### config.mk
export PLATFORM = sky130hd
export DESIGN_NAME = sir_pulse_encoder
export DESIGN_NICKNAME = d
export VERILOG_FILES = /design/src/rtl/sir_enc_pkg.sv /design/src/rtl/sir_fall_detect.sv /design/src/rtl/sir_slot_timer.sv /design/src/rtl/sir_pulse_shaper.sv /design/src/rtl/sir_pulse_encoder.sv
export SDC_FILE = /design/constraint.sdc
export NUM_CORES = 1
export LEC_CHECK = 0
export CAP_MARGIN = 20
export CORE_MARGIN = 2
export CORE_UTILIZATION = 35
export CTS_BUF_LIST = sky130_fd_sc_hd__clkbuf_16
export CTS_CLUSTER_SIZE = 30
export DETAILED_ROUTE_END_ITERATION = 10
export DONT_BUFFER_PORTS = 1
export GPL_ROUTABILITY_DRIVEN = 0
export HOLD_SLACK_MARGIN = 0.03
export PLACE_DENSITY = 0.61
export SLEW_MARGIN = 10
export SYNTH_ARGS = -nofsm -noshare
export SYNTH_HDL_FRONTEND = slang
export SYNTH_HIERARCHICAL = 1
export SYNTH_SLANG_ARGS = --single-unit
### constraint.sdc
create_clock -name clk -period 2.76 [get_ports clk]
set_input_delay 0 -clock clk [delete_from_list [all_inputs] [get_ports clk]]
set_output_delay 0 -clock clk [all_outputs]
set_load 0.1 [all_outputs]
### src/rtl/sir_enc_pkg.sv
package sir_enc_pkg;

    // Slot timer mode: waiting for an edge, or counting phases in a slot
    typedef enum logic {
        SLOT_IDLE = 1'b0,
        SLOT_RUN  = 1'b1
    } slot_mode_e;

endpackage

### src/rtl/sir_fall_detect.sv
module sir_fall_detect (
    input  logic clk,
    input  logic rst,
    input  logic baud16_en,
    input  logic ser_in,
    output logic fall
);

    typedef struct packed {
        logic line;
    } fd_state_t;

    fd_state_t st_d, st_q;

    always_comb begin
        st_d = st_q;
        if (baud16_en) begin
            st_d.line = ser_in;
        end
    end

    always_ff @(posedge clk) begin
        if (rst) begin
            st_q.line <= 1'b1;
        end else begin
            st_q <= st_d;
        end
    end

    // Edge is seen on a tick: the line was high last tick and is low now
    assign fall = baud16_en && st_q.line && !ser_in;

endmodule

### src/rtl/sir_slot_timer.sv
module sir_slot_timer
    import sir_enc_pkg::*;
#(
    parameter int SLOT_TICKS = 16
) (
    input  logic                          clk,
    input  logic                          rst,
    input  logic                          baud16_en,
    input  logic                          fall,
    input  logic                          bit_zero,
    output logic [$clog2(SLOT_TICKS)-1:0] phase_q,
    output logic [$clog2(SLOT_TICKS)-1:0] phase_nx,
    output slot_mode_e                    mode_q,
    output slot_mode_e                    mode_nx
);

    localparam int PH_W = $clog2(SLOT_TICKS);
    localparam logic [PH_W-1:0] LAST = PH_W'(SLOT_TICKS - 1);

    typedef struct packed {
        logic [PH_W-1:0] phase;
        slot_mode_e      mode;
    } tm_state_t;

    tm_state_t st_d, st_q;

    always_comb begin
        st_d = st_q;
        if (baud16_en) begin
            if (fall) begin
                st_d.phase = '0;
                st_d.mode  = SLOT_RUN;
            end else if (st_q.mode == SLOT_RUN) begin
                if (st_q.phase == LAST) begin
                    st_d.phase = '0;
                    if (!bit_zero) begin
                        st_d.mode = SLOT_IDLE;
                    end
                end else begin
                    st_d.phase = st_q.phase + 1'b1;
                end
            end
        end
    end

    always_ff @(posedge clk) begin
        if (rst) begin
            st_q.phase <= '0;
            st_q.mode  <= SLOT_IDLE;
        end else begin
            st_q <= st_d;
        end
    end

    assign phase_q  = st_q.phase;
    assign phase_nx = st_d.phase;
    assign mode_q   = st_q.mode;
    assign mode_nx  = st_d.mode;

endmodule

### src/rtl/sir_pulse_shaper.sv
module sir_pulse_shaper
    import sir_enc_pkg::*;
#(
    parameter int SLOT_TICKS  = 16,
    parameter int PULSE_DELAY = 7,
    parameter int PULSE_WIDTH = 3
) (
    input  logic                          clk,
    input  logic                          rst,
    input  logic                          baud16_en,
    input  logic                          fall,
    input  logic                          ser_in,
    input  logic [$clog2(SLOT_TICKS)-1:0] phase_nx,
    input  slot_mode_e                    mode_nx,
    output logic                          bit_zero,
    output logic                          ir_pulse
);

    localparam int PH_W = $clog2(SLOT_TICKS);
    localparam logic [PH_W-1:0] P_START = PH_W'(PULSE_DELAY);
    localparam logic [PH_W:0]   P_END   = (PH_W + 1)'(PULSE_DELAY + PULSE_WIDTH);

    typedef struct packed {
        logic zero;
        logic pulse;
    } ps_state_t;

    ps_state_t st_d, st_q;
    logic      in_window;
    logic      at_sample;

    always_comb begin
        at_sample = (mode_nx == SLOT_RUN) && (phase_nx == P_START);
        in_window = (mode_nx == SLOT_RUN) && (phase_nx >= P_START) &&
                    ({1'b0, phase_nx} < P_END);
        st_d = st_q;
        if (baud16_en) begin
            if (at_sample) begin
                st_d.zero = !ser_in;
            end else if (fall) begin
                st_d.zero = 1'b0;
            end
            st_d.pulse = in_window && (at_sample ? !ser_in : st_q.zero);
        end
    end

    always_ff @(posedge clk) begin
        if (rst) begin
            st_q.zero  <= 1'b0;
            st_q.pulse <= 1'b0;
        end else begin
            st_q <= st_d;
        end
    end

    assign bit_zero = st_q.zero;
    assign ir_pulse = st_q.pulse;

endmodule

### src/rtl/sir_pulse_encoder.sv
module sir_pulse_encoder
    import sir_enc_pkg::*;
#(
    parameter int SLOT_TICKS  = 16,
    parameter int PULSE_DELAY = 7,
    parameter int PULSE_WIDTH = 3
) (
    input  logic clk,
    input  logic rst,
    input  logic baud16_en,
    input  logic ser_in,
    output logic ir_pulse
);

    localparam int PH_W = $clog2(SLOT_TICKS);

    logic            fall;
    logic            bit_zero;
    logic [PH_W-1:0] slot_phase_q;
    logic [PH_W-1:0] slot_phase_nx;
    slot_mode_e      slot_mode_q;
    slot_mode_e      slot_mode_nx;

    sir_fall_detect i_fall (
        .clk       (clk),
        .rst       (rst),
        .baud16_en (baud16_en),
        .ser_in    (ser_in),
        .fall      (fall)
    );

    sir_slot_timer #(
        .SLOT_TICKS (SLOT_TICKS)
    ) i_timer (
        .clk       (clk),
        .rst       (rst),
        .baud16_en (baud16_en),
        .fall      (fall),
        .bit_zero  (bit_zero),
        .phase_q   (slot_phase_q),
        .phase_nx  (slot_phase_nx),
        .mode_q    (slot_mode_q),
        .mode_nx   (slot_mode_nx)
    );

    sir_pulse_shaper #(
        .SLOT_TICKS  (SLOT_TICKS),
        .PULSE_DELAY (PULSE_DELAY),
        .PULSE_WIDTH (PULSE_WIDTH)
    ) i_shaper (
        .clk       (clk),
        .rst       (rst),
        .baud16_en (baud16_en),
        .fall      (fall),
        .ser_in    (ser_in),
        .phase_nx  (slot_phase_nx),
        .mode_nx   (slot_mode_nx),
        .bit_zero  (bit_zero),
        .ir_pulse  (ir_pulse)
    );

endmodule

## Word level (Yosys, flattened, before mapping)

Index checks and enable logic that the tools add are counted.

- Bits in registers: 8
- Input port bits: 4
- Output and inout port bits: 1
- Logic and storage cells: 28

- $add $sub $neg: 1
- Order comparisons: 2
- Equality and inequality tests: 2
- Muxes and demuxes: 9
- Reduce and logical (&&, ||, !) cells: 9

Operators by type and width:

| kind | number |
|---|---|
| 2-to-1 mux 5 bit | 3 |
| logical AND 1 bit | 6 |
| 2-to-1 mux 1 bit | 5 |
| adder 4 x 1 -> 4 bit (second input constant) | 1 |
| == test 4 x 3 -> 1 bit (second input constant) | 1 |
| == test 4 bit (second input constant) | 1 |
| >= comparator 4 x 3 -> 1 bit (second input constant) | 1 |
| < comparator 4 bit (second input constant) | 1 |
| 2-to-1 mux 4 bit | 1 |
| AND reduction 2 bit | 1 |
| nonzero test 2 bit | 1 |
| logical NOT 1 bit | 1 |

## Longest topological paths before layout

- Word-level depth: 9
- Depth in mapped cells: 7
- Mapped depth without buffers: 7

## By module

The synthesis kept the hierarchy.

By module, submodules not included:

| module | instances | cells each | area each (um2) | sequential area each (um2) |
|---|---|---|---|---|
| sir_slot_timer | 1 | 38 | 290.3 | 100.1 |
| sir_pulse_shaper | 1 | 14 | 128.9 | 40.0 |
| sir_fall_detect | 1 | 4 | 45.0 | 20.0 |

## Worst setup path before layout

OpenSTA, ideal clock, no wires.

- Kind: register -> register
- Start point: register i_fall.st_q
- End point: register i_shaper.st_q (netlist bit i_shaper/bit_zero)
- Library setup time: 0.070 ns
- Data arrival time: 1.708 ns
- Required time: 2.690 ns
- Setup slack: 0.982 ns
- Cell stages (with the launch flop): 8
- Buffers on the path: 0
- Clock period less this slack: 1.778 ns
- Path through: dfxtp_1 and3b_2 nand2b_1 or3_1 nand3_1 and4b_4 a211o_1 a21oi_1

- Cells in the longest elaborated chain, start to end: 8
- Elaborated cells on any way between the ends: 9
- Classes of those cells: eq/ne: 1; mux: 3; reduce/logical: 5

RTL lines:

| item | line | RTL |
|---|---|---|
| from (decl) | sir_fall_detect.sv:13 | `fd_state_t st_d, st_q;` |
| from (signal assigned) | sir_fall_detect.sv:26 | `st_q <= st_d;` |
| logical AND 1 bit (*) (2 in a row) | sir_fall_detect.sv:31 | `assign fall = baud16_en && st_q.line && !ser_in;` |
| net fall | sir_pulse_encoder.sv:17 | `logic fall;` |
| 2-to-1 mux 5 bit (*) | sir_slot_timer.sv:30 | `if (fall) begin` |
| 2-to-1 mux 5 bit (*) | sir_slot_timer.sv:29 | `if (baud16_en) begin` |
| net slot_phase_nx[3] | sir_pulse_encoder.sv:20 | `logic [PH_W-1:0] slot_phase_nx;` |
| == test 4 x 3 -> 1 bit (*) | sir_pulse_shaper.sv:33 | `at_sample = (mode_nx == SLOT_RUN) && (phase_nx == P_START);` |
| logical AND 1 bit (*) | sir_pulse_shaper.sv:33 |  |
| nonzero test 2 bit (no line) | -- |  |
| AND reduction 2 bit (no line) | -- |  |
| to (signal assigned) | sir_pulse_shaper.sv:52 | `st_q <= st_d;` |
| to (decl) | sir_pulse_shaper.sv:28 | `ps_state_t st_d, st_q;` |

The timed path passes the listed nets; every way through them passes the cells marked *.
A chain may end at the register's enable or synchronous reset.

## Final worst setup path

Ends and elaborated chain as after synthesis.

==> summary by stage <==
STA
For the final routed database, the setup TNS stands at 0 ps. Setup repair after global routing left no endpoint under its margin. The final-report hold violation count is 0. The transition time at the pin with the least slew margin is around 370 ps. The max-slew violation count is 0.

Across all hold checks on the routed design, the worst slack comes to 97.95 ps. The final clock period utilization by the worst path is 0.6996. The maximum clock skew at final layout is approximately 1.2 ps.

The worst pin sits at a relative slew slack of 0.7516. The highest achievable clock rate is approximately 520 MHz. The clock period minus worst slack is 1931 ps. Setup violations remaining at the end of the flow were counted as 0.

Synthesis
For this run, the leading register cell type out of synthesis is sky130_fd_sc_hd__dfxtp_1. In this run the cell area of the synthesized design comes to 464.2 sq um. Dividing the synthesized area by the synthesized cell count gives just over 8 sq um. The post-synthesis register bit count is 8. The number of standard cells after synthesis is 56.

The number of enable flip-flop cells after synthesis is 0. The sequential share of the synthesized area is 0.3450. Counting distinct cell types in the post-synthesis netlist gives 25. The most numerous cell in the Yosys netlist is sky130_fd_sc_hd__dfxtp_1.

The number of warnings issued by yosys is 6. For this run, asynchronously set or reset flops after synthesis account for 0. The number of nets produced by synthesis is 61. The most area-hungry cell type in the Yosys netlist is sky130_fd_sc_hd__dfxtp_1. The share of synthesized area in the top cell type comes to 0.3450.

By count the netlist is led by sky130_fd_sc_hd__dfxtp_1, sky130_fd_sc_hd__nand2_1, sky130_fd_sc_hd__a21oi_1, sky130_fd_sc_hd__nor2b_1. By area the synthesized netlist is led by sky130_fd_sc_hd__dfxtp_1, sky130_fd_sc_hd__nor2b_1, sky130_fd_sc_hd__nand2_1.

Final layout
The area growth from synthesis to layout is 26.68%. The area of all placed cells without fillers is between 500 and 600 sq um. The number of fill cells is 126.

The repair_antennas step left the layout with diodes totalling 0. The share of the core filled with cells is 0.4635. Of the cells placed in the final design, the portion with a size suffix greater than 1 is 0.1129.

The net count reported at finish is 69.

Floorplanning
Pin placement for this block handled 5 I/O pins. For this configuration, the core starts out at a cell density of 0.3659. The die height is 40.42 um. The number of standard-cell rows in the floorplan is 13. The die is 40.42 um wide. The die area is about 1600 sq um. The floorplan step defined a core boundary enclosing 1269 sq um.

Setup path
The capturing point of the worst reg2reg path is i_shaper/bit_zero. The kind of end point of the critical path is a flip-flop. The worst path arrival time is 2090 ps. In this run the critical register-to-register path is launched from i_fall/st_q. The end point of the critical path is i_shaper/bit_zero.

The category of the most critical setup path is reg2reg. The worst setup path startpoint is i_fall/st_q. STA classifies the critical path startpoint as a flip-flop. Setup slack on the worst reg-to-reg path comes out at between 800 and 900 ps. The endpoint required time on the critical path is 2920 ps.

The largest driver fanout on the critical path is 9. The number of cells on the worst reg-to-reg path is 7.

Route
In this run the remaining antenna-violating nets after routing total 0. The remaining design rule violation count is 0. The final route contains between 400 and 500 vias. The routed wirelength normalized by instance count is 13.61 um.

The starting DRC count in detailed routing is 17. The first detailed-routing pass took 4 iterations. The routed wire length is around 1000 um. The via count normalized by instance count is 5.610.

Clock tree
In this run the number of H-tree levels came out at 1. After clock tree synthesis, the clock-pin slew on the worst setup and hold paths is 40 ps. Clock tree synthesis inserted a total of 3 buffers.

For the worst-skew pair, the clock arrives at the later sink with an insertion delay of ~230 ps. CTS placed an instance of sky130_fd_sc_hd__clkbuf_16 at the clock tree root. The CTS tree is done. The total setup buffers inserted after CTS is 0.

In this run the deepest clock path goes through 2 buffers. The clock net sink count is 8.

Run
The max-capacitance violation count is 0.

Global route
The pin count of the biggest net entering global routing is 11. For this run, the total global-route usage over all layers was measured as 0.1684. The number of global-route vias before repair is 370. Global routing finished with a remaining overflow of 0. The first global-routing pass estimated 1669 um of wire. The number of antenna violations at the first check in global routing is 0.

Worst hold path
The startpoint of the most critical hold path is baud16_en. The path class of the tightest hold or removal check is in2reg.

Pwr
Summing internal, switching and leakage power gives between 300 and 400 uW. The cell area power density is 666.9 nW/um^2. The maximum vdd ir drop is roughly 0.35 mV.

The cell-internal power is 315.8 uW. The share of total power dissipated in the clock network is 0.635. Of the total power, combinational logic draws 0.056. The analysis attributes to cell leakage a power of between 0.0002 and 0.00025 uW. The switching part of the total is 0.1948.

Of the total power, registers draw 0.309. The net switching power of the design is 76.41 uW.

Place
The sum of net half-perimeters after detailed placement is 648.1 um. The total of buffers placed on input and output ports is 0. The total cell area at the placement stage is 483.0 sq um.

Outcome
The flow ran to the end, and the final reports show no timing, DRC or antenna violations.
worst max-delay path, stage by stage, from the launching register on:
cell                       delay (ps)
sky130_fd_sc_hd__dfxtp_1          290
sky130_fd_sc_hd__and3b_2          270
sky130_fd_sc_hd__nand2b_1         190
sky130_fd_sc_hd__or3_1            380
sky130_fd_sc_hd__nand3_1          110
sky130_fd_sc_hd__and4b_4          210
sky130_fd_sc_hd__a211o_1          280
sky130_fd_sc_hd__a21oi_1          120
final cells by class:
type,instances,area [sq um],share of cell area
Inverter,4,15.01,0.02553
Timing Repair Buffer,4,37.54,0.06383
Sequential cell,8,160.2,0.2723
Clock buffer,3,75.07,0.1277
Multi-Input combinational cell,43,281.5,0.4787
Tap cell,15,18.77,0.03191
worst min path at each step:
stage	end	slack (ps)	cells after the start
2_1_floorplan	i_shaper/bit_zero	70	1
3_3_place_gp	i_timer/phase_q[3]	70	1
3_5_place_dp	i_timer/phase_q[2]	70	1
4_1_cts	i_timer/phase_q[2]	90	3
5_1_grt	i_shaper/bit_zero	130	3
6_report	i_timer/phase_q[2]	100	3
metal layers:
layer	up-vias	global-route usage	routed length [um]
li1	225	-	-
met1	192	0.2277	528
met2	11	0.1944	423
met3	4	0.06667	49
met4	0	0.1500	47
met5	-	0	0
logic make-up after synthesis:
group,after synthesis,share of synthesized area
adder cells (fa/ha/maj),1,0.02695
flip-flops,8,0.3450
buffers and inverters,5,0.04851
AND/OR/NAND/NOR,26,0.3423
AO/OA/AOI/OAI,16,0.2372
metrics by stage:
step / setup WS (ps) / cells
final: 829.2 / 77
after global routing: 765.6 / 77
after CTS: 843.7 / 77
after detailed placement: 865.1 / 71
after global placement: 864.9 / 71
after floorplan: 981.8 / 56
registers in the layout, indices dropped and copies added (netlist names):
name / count
i_fall/st_q: 1
i_shaper/bit_zero: 1
i_shaper/ir_pulse: 1
i_timer/mode_q: 1
i_timer/phase_q: 4
timing repair:
| item | in CTS | in global routing |
|---|---|---|
| endpoints found under the hold margin | 8 | 0 |
| hold buffers | 3 | 0 |
| resized for setup | 0 | 0 |
| endpoints found under the setup margin | 0 | 0 |
power by group through the flow:
stage                     Combinational [uW]  Clock, uW  Sequential (uW)
after global routing                    24.7        260              122
final                                   21.9        249              121
after detailed placement                14.6          0              123
after floorplan                         14.9          0              121
after CTS                               21.7        255              121
after global placement                  14.9          0              123
layout by cell type (no fill, tap or decap):
master                          instances
sky130_fd_sc_hd__buf_4                  1
sky130_fd_sc_hd__a21oi_1                4
sky130_fd_sc_hd__nor2_1                 2
sky130_fd_sc_hd__nand2b_1               2
sky130_fd_sc_hd__inv_2                  1
sky130_fd_sc_hd__ha_1                   1
sky130_fd_sc_hd__nand4b_1               1
sky130_fd_sc_hd__dfxtp_1                8
sky130_fd_sc_hd__clkbuf_16              3
sky130_fd_sc_hd__a22o_1                 1
sky130_fd_sc_hd__a31oi_1                1
sky130_fd_sc_hd__nand4_1                2
sky130_fd_sc_hd__or3_1                  3
sky130_fd_sc_hd__and3b_2                1
sky130_fd_sc_hd__a22oi_1                1
sky130_fd_sc_hd__o32ai_1                1
sky130_fd_sc_hd__nor2b_1                4
sky130_fd_sc_hd__o2bb2ai_1              2
sky130_fd_sc_hd__and4bb_1               1
sky130_fd_sc_hd__nand2_1                6
sky130_fd_sc_hd__a32oi_1                1
sky130_fd_sc_hd__and4b_4                1
sky130_fd_sc_hd__inv_1                  3
sky130_fd_sc_hd__nand3_1                3
sky130_fd_sc_hd__dlygate4sd3_1          3
sky130_fd_sc_hd__o21ai_0                3
sky130_fd_sc_hd__a211o_1                2
Power figures use the tool's default switching activity.
